`src/rtl/fl_pkg.sv`:
```
package fl_pkg;
  typedef enum logic [1:0] {
    CMD_HOLD  = 2'd0,
    CMD_LOAD  = 2'd1,
    CMD_STEP  = 2'd2,
    CMD_CLEAR = 2'd3
  } tmo_cmd_e;
endpackage

```
`src/rtl/fl_tmo_counter.sv`:
```
module fl_tmo_counter
  import fl_pkg::*;
#(
  parameter int TC_W     = 4,
  parameter int TMO_BASE = 3,
  parameter int TMO_STEP = 4,
  localparam int MAX_LEN = TMO_BASE + TMO_STEP * ((1 << TC_W) - 1),
  localparam int CNT_W   = $clog2(MAX_LEN + 1)
) (
  input  logic            clk,
  input  logic            rst_n,
  input  tmo_cmd_e        cmd_i,
  input  logic [TC_W-1:0] tc_i,
  output logic            busy_o,
  output logic            last_o
);
  logic [CNT_W-1:0] cnt_q, cnt_d;
  logic             cnt_en;

  always_comb begin
    cnt_d  = cnt_q;
    cnt_en = 1'b0;
    unique case (cmd_i)
      CMD_LOAD: begin
        cnt_d  = CNT_W'(TMO_BASE + TMO_STEP * int'(tc_i));
        cnt_en = 1'b1;
      end
      CMD_STEP: begin
        if (cnt_q != '0) begin
          cnt_d  = cnt_q - 1'b1;
          cnt_en = 1'b1;
        end
      end
      CMD_CLEAR: begin
        cnt_d  = '0;
        cnt_en = 1'b1;
      end
      default: ;
    endcase
  end

  always_ff @(posedge clk or negedge rst_n) begin
    if (!rst_n)      cnt_q <= '0;
    else if (cnt_en) cnt_q <= cnt_d;
  end

  assign busy_o = (cnt_q != '0);
  assign last_o = (cnt_q == CNT_W'(1));


  cnt_clear_chk: assert property (@(posedge clk) disable iff (!rst_n)
    (cmd_i == CMD_CLEAR) |=> !busy_o);


  cnt_hold_chk: assert property (@(posedge clk) disable iff (!rst_n)
    (cmd_i == CMD_HOLD) |=> $stable(cnt_q));


  cnt_step_chk: assert property (@(posedge clk) disable iff (!rst_n)
    (cmd_i == CMD_STEP && busy_o) |=> (cnt_q == $past(cnt_q) - 1'b1));
endmodule

```
`src/rtl/fl_gain_flag.sv`:
```
module fl_gain_flag (
  input  logic clk,
  input  logic rst_n,
  input  logic abort_i,
  input  logic wr_i,
  input  logic wd_i,
  input  logic expire_i,
  output logic gain_o
);
  logic gain_q, gain_d;

  always_comb begin
    gain_d = gain_q;
    if (abort_i)       gain_d = 1'b0;
    else if (wr_i)     gain_d = wd_i;
    else if (expire_i) gain_d = 1'b0;
  end

  always_ff @(posedge clk or negedge rst_n) begin
    if (!rst_n) gain_q <= 1'b0;
    else        gain_q <= gain_d;
  end

  assign gain_o = gain_q;


  abort_drop_chk: assert property (@(posedge clk) disable iff (!rst_n)
    abort_i |=> !gain_o);


  write_take_chk: assert property (@(posedge clk) disable iff (!rst_n)
    (wr_i && !abort_i) |=> (gain_o == $past(wd_i)));
endmodule

```
`src/rtl/fl_cur_mux.sv`:
```
module fl_cur_mux #(
  parameter int CUR_W = 3
) (
  input  logic             use_sec_i,
  input  logic [CUR_W-1:0] pri_i,
  input  logic [CUR_W-1:0] sec_i,
  output logic [CUR_W-1:0] cur_o
);
  always_comb begin
    cur_o = use_sec_i ? sec_i : pri_i;
  end
endmodule

```
`src/rtl/fastlock_gain_timer.sv`:
```
module fastlock_gain_timer
  import fl_pkg::*;
#(
  parameter int CUR_W    = 3,
  parameter int TC_W     = 4,
  parameter int TMO_BASE = 3,
  parameter int TMO_STEP = 4
) (
  input  logic             clk,
  input  logic             rst_n,
  input  logic             fl_en_i,
  input  logic             fl_timed_i,
  input  logic [CUR_W-1:0] cur_pri_i,
  input  logic [CUR_W-1:0] cur_sec_i,
  input  logic [TC_W-1:0]  tmo_code_i,
  input  logic             gain_wr_i,
  input  logic             gain_wd_i,
  input  logic             pfd_tick_i,
  input  logic             pwr_down_i,
  input  logic             cnt_rst_i,
  output logic [CUR_W-1:0] cur_sel_o,
  output logic             boost_o,
  output logic             gain_clr_o
);
  logic [1:0] rst_sync_q;
  logic       srst_n;

  always_ff @(posedge clk or negedge rst_n) begin
    if (!rst_n) rst_sync_q <= 2'b00;
    else        rst_sync_q <= {rst_sync_q[0], 1'b1};
  end
  assign srst_n = rst_sync_q[1];

  logic     timed_on, abort, busy, last, gain, expire;
  tmo_cmd_e cmd;

  assign timed_on = fl_en_i & fl_timed_i;
  assign abort    = pwr_down_i | cnt_rst_i;
  assign expire   = timed_on & pfd_tick_i & last & ~abort & ~gain_wr_i;

  always_comb begin
    cmd = CMD_HOLD;
    if (abort || !timed_on)           cmd = CMD_CLEAR;
    else if (gain_wr_i && gain_wd_i)  cmd = CMD_LOAD;
    else if (gain_wr_i)               cmd = CMD_CLEAR;
    else if (pfd_tick_i)              cmd = CMD_STEP;
  end

  fl_tmo_counter #(
    .TC_W(TC_W), .TMO_BASE(TMO_BASE), .TMO_STEP(TMO_STEP)
  ) u_cnt (
    .clk(clk), .rst_n(srst_n), .cmd_i(cmd), .tc_i(tmo_code_i),
    .busy_o(busy), .last_o(last)
  );

  fl_gain_flag u_flag (
    .clk(clk), .rst_n(srst_n), .abort_i(abort), .wr_i(gain_wr_i),
    .wd_i(gain_wd_i), .expire_i(expire), .gain_o(gain)
  );

  assign boost_o    = fl_en_i & gain;
  assign gain_clr_o = expire;

  fl_cur_mux #(.CUR_W(CUR_W)) u_mux (
    .use_sec_i(boost_o), .pri_i(cur_pri_i), .sec_i(cur_sec_i), .cur_o(cur_sel_o)
  );


  clr_one_pulse_chk: assert property (@(posedge clk) disable iff (!srst_n)
    gain_clr_o |=> !gain_clr_o);


  clr_then_primary_chk: assert property (@(posedge clk) disable iff (!srst_n)
    gain_clr_o |=> !boost_o);


  clr_on_tick_chk: assert property (@(posedge clk) disable iff (!srst_n)
    gain_clr_o |-> (pfd_tick_i && busy));


  manual_no_clr_chk: assert property (@(posedge clk) disable iff (!srst_n)
    !fl_timed_i |-> !gain_clr_o);


  abort_primary_chk: assert property (@(posedge clk) disable iff (!srst_n)
    abort |=> !boost_o);
endmodule

```
`config.mk`:
```
export PLATFORM = sky130hd
export DESIGN_NAME = fastlock_gain_timer
export DESIGN_NICKNAME = d
export VERILOG_FILES = /design/src/rtl/fl_pkg.sv /design/src/rtl/fl_tmo_counter.sv /design/src/rtl/fl_gain_flag.sv /design/src/rtl/fl_cur_mux.sv /design/src/rtl/fastlock_gain_timer.sv
export SDC_FILE = /design/constraint.sdc
export NUM_CORES = 1
export LEC_CHECK = 0
export ABC_CLOCK_PERIOD_IN_PS = 2900
export BUFFER_PORTS_ARGS = -buffer_cell sky130_fd_sc_hd__buf_4
export CAP_MARGIN = 15
export CORE_AREA = 2 2 40 42
export DETAILED_ROUTE_END_ITERATION = 10
export DIE_AREA = 0 0 42 44
export PLACE_DENSITY = 0.78
export REMOVE_ABC_BUFFERS = 1
export SLEW_MARGIN = 20
export SYNTH_ARGS = -nofsm -noshare
export SYNTH_HDL_FRONTEND = slang
export SYNTH_HIERARCHICAL = 1
export SYNTH_SLANG_ARGS = --single-unit
```
`constraint.sdc`:
```
create_clock -name clk -period 2.9 [get_ports clk]
set_input_delay 0.145 -clock clk [delete_from_list [all_inputs] [get_ports clk]]
set_output_delay 0.145 -clock clk [all_outputs]
set_load 0.05 [all_outputs]
```
==> results.md <==
- Vias per std cell: 5.491
- Number of detailed-route iterations in the first pass: 4
- Worst-path clk slew: 0.07 ns
- Initial Util: 0.4700
- Fillers: 126
- Multi-input gate area: 395.4 µm²
- Fin. Hold Viols: 0
- Antenna violations before repair: 0
- Syn_area_per_cell: 9.665 µm²
- Final min period: 2.002 ns
- P_sw: 0.00007856 W
- CP Max Fanout: 7
- CTS tree: done
- Switching Share: 0.2680
- Latest clock arrival within the worst-skew pair: 0.26 ns
- Setup crit start kind: flip-flop
- Critical path arrival: 1.86 ns
- Post-DRT Antenna Nets: 0
- PD cells: 334.7 mW/mm²
- Worst VDD drop: 223.7 µV
- Combinational Power Share: 0.210
- Final Cycle Share: 0.6903
- Core Rows: 14
- Met2 wire length: 724 µm
- Total grt overflow: 0
- Hold Crit Class: flip-flop to async pin
- Pleak: 0.4275 nW
- Register area: 225.2 µm²
- Synthesized area: 666.9 µm²
- Sequential Power Share: 0.455
- H-tree levels: 1
- Worst-Margin Slew: 0.5465 ns
- Final WL: 1435 µm
- Status: finished clean
- Warnings, synthesis: 6
- Die Height: 44 µm
- Clock share of power: 0.335
- Number of max-cap violations: 0
- Area delta synth->final: 31.33%
- WL/cell: 13.05 µm
- Clk_skew: 0.007721 ns
- Internal Pwr Total: 0.0002146 W
- Die ar.: 0.001848 mm²
- HPWL after DPL: 1100 µm
- Wl on met1: 642 µm
- Highest routed metal layer: met4
- Tot GR Track Use: 0.1922
- TNS Setup: 0 ns
- Met3 routed WL: 52 µm
- # DRC: 0
- Sink Count: 9
- Finished Core Util: 0.6173
- IO Port Bufs: 23
- Routed via count: 604
- Clock Tree Buf Depth: 2
- Pin count of the biggest net entering global routing: 15
- CP Class: flip-flop to primary output
- F_max: 0.4995 GHz
- Unrepaired setup endpoints after global routing: false
- Mapped Cells: 69
- Io pins: 24
- Antenna diodes: 0
- Share of cells above drive strength 1: 0.3511
- Setup violations, final: 0
- Slew Viols, Final: 0
- Critical Path RT: 2.76 ns
- Clock buffer count from CTS: 3
- CP Capture Type: primary output
- Worst R2R Setup Slack: 1.19 ns
- Core box area: 0.001419 mm²
- First-pass GRT wire length: 2587 µm
- Rel. slew slack: 0.6357
- RD Place Congestion: 0.8443
- Vias in the first global route: 587
- CTS Root Cell: clkbuf_4
- Nets: 117
- Die X: 42 µm
- Post-CTS Setup Inserts: 0
- First DRT Iteration DRCs: 16
[final timing paths]
check	from	to	cells after the start
setup / recovery	u_cnt/cnt_q[3]	gain_clr_o	4
hold / removal	rst_sync_q[1]	u_cnt/cnt_q[2]	0
setup reg to reg	u_cnt/cnt_q[0]	u_cnt/cnt_q[0]	5
hold reg to reg	rst_sync_q[1]	u_cnt/cnt_q[2]	0
max in group asynchronous	rst_sync_q[1]	u_cnt/cnt_q[1]	0
min in group clk	pwr_down_i	u_flag/gain_o	3
[power groups by stage]
stage	combinational [W]	sequential (W)	clock (W)
4_1_cts	0.0000621	0.000133	0.000103
5_1_grt	0.0000671	0.000134	0.000108
3_5_place_dp	0.0000606	0.000136	0
2_1_floorplan	0.0000330	0.000134	0
6_report	0.0000615	0.000133	0.0000983
3_3_place_gp	0.0000594	0.000136	0
[cells in the final DEF (no fill, tap or decap), types with 3 or more instances in the layout]
master	n
ha_1	3
dfrtp_1	9
o32a_1	3
o31ai_1	3
mux2_2	3
inv_1	7
nand2b_1	4
clkbuf_4	3
buf_4	23
mux2i_1	3
[sequential cells by signal, indices dropped and copies added (netlist names)]
name and count:
rst_sync_q 2, u_cnt/cnt_q 6, u_flag/gain_o 1
[timing repair]
action	4_1_cts	5_1_grt
hold buffers	1	0
hold endpoints to repair	2	0
gates resized for setup	0	0
[final cells by class]
type / count / share of cell area
timing repair buffer: 24 / 0.2086
tap: 16 / 0.02286
inverter: 7 / 0.03000
multi-input combinational: 50 / 0.4514
sequential: 9 / 0.2571
clock buffer: 4 / 0.03000
[per-layer routing]
layer,global-route usage,vias to the layer above
li1,-,309
met3,0.05000,2
met4,0.1355,0
met1,0.2135,284
met5,0,-
met2,0.3219,9
[critical path, cell delays in order, from the launching register on]
cell and delay [ns]:
dfrtp_1 0.43, or3_1 0.50, nor3b_1 0.23, and4b_1 0.23, buf_4 0.20
[per-stage QoR]
step / setup slack [ns] / hold WS, ns / power [W] / cell area (µm²) / cells
after floorplan: 0.9973 / -0.1506 / 0.0001674 / 646.9 / 66
after global placement: 1.118 / -0.07215 / 0.0001951 / 839.6 / 105
after detailed placement: 1.086 / -0.07102 / 0.0001964 / 839.6 / 105
after CTS: 0.8913 / 0.1146 / 0.0002982 / 875.8 / 110
after global routing: 0.7524 / 0.1329 / 0.0003088 / 875.8 / 110
final: 0.8982 / 0.1122 / 0.0002931 / 875.8 / 110
Note: power is estimated with default switching activity, not from simulation.
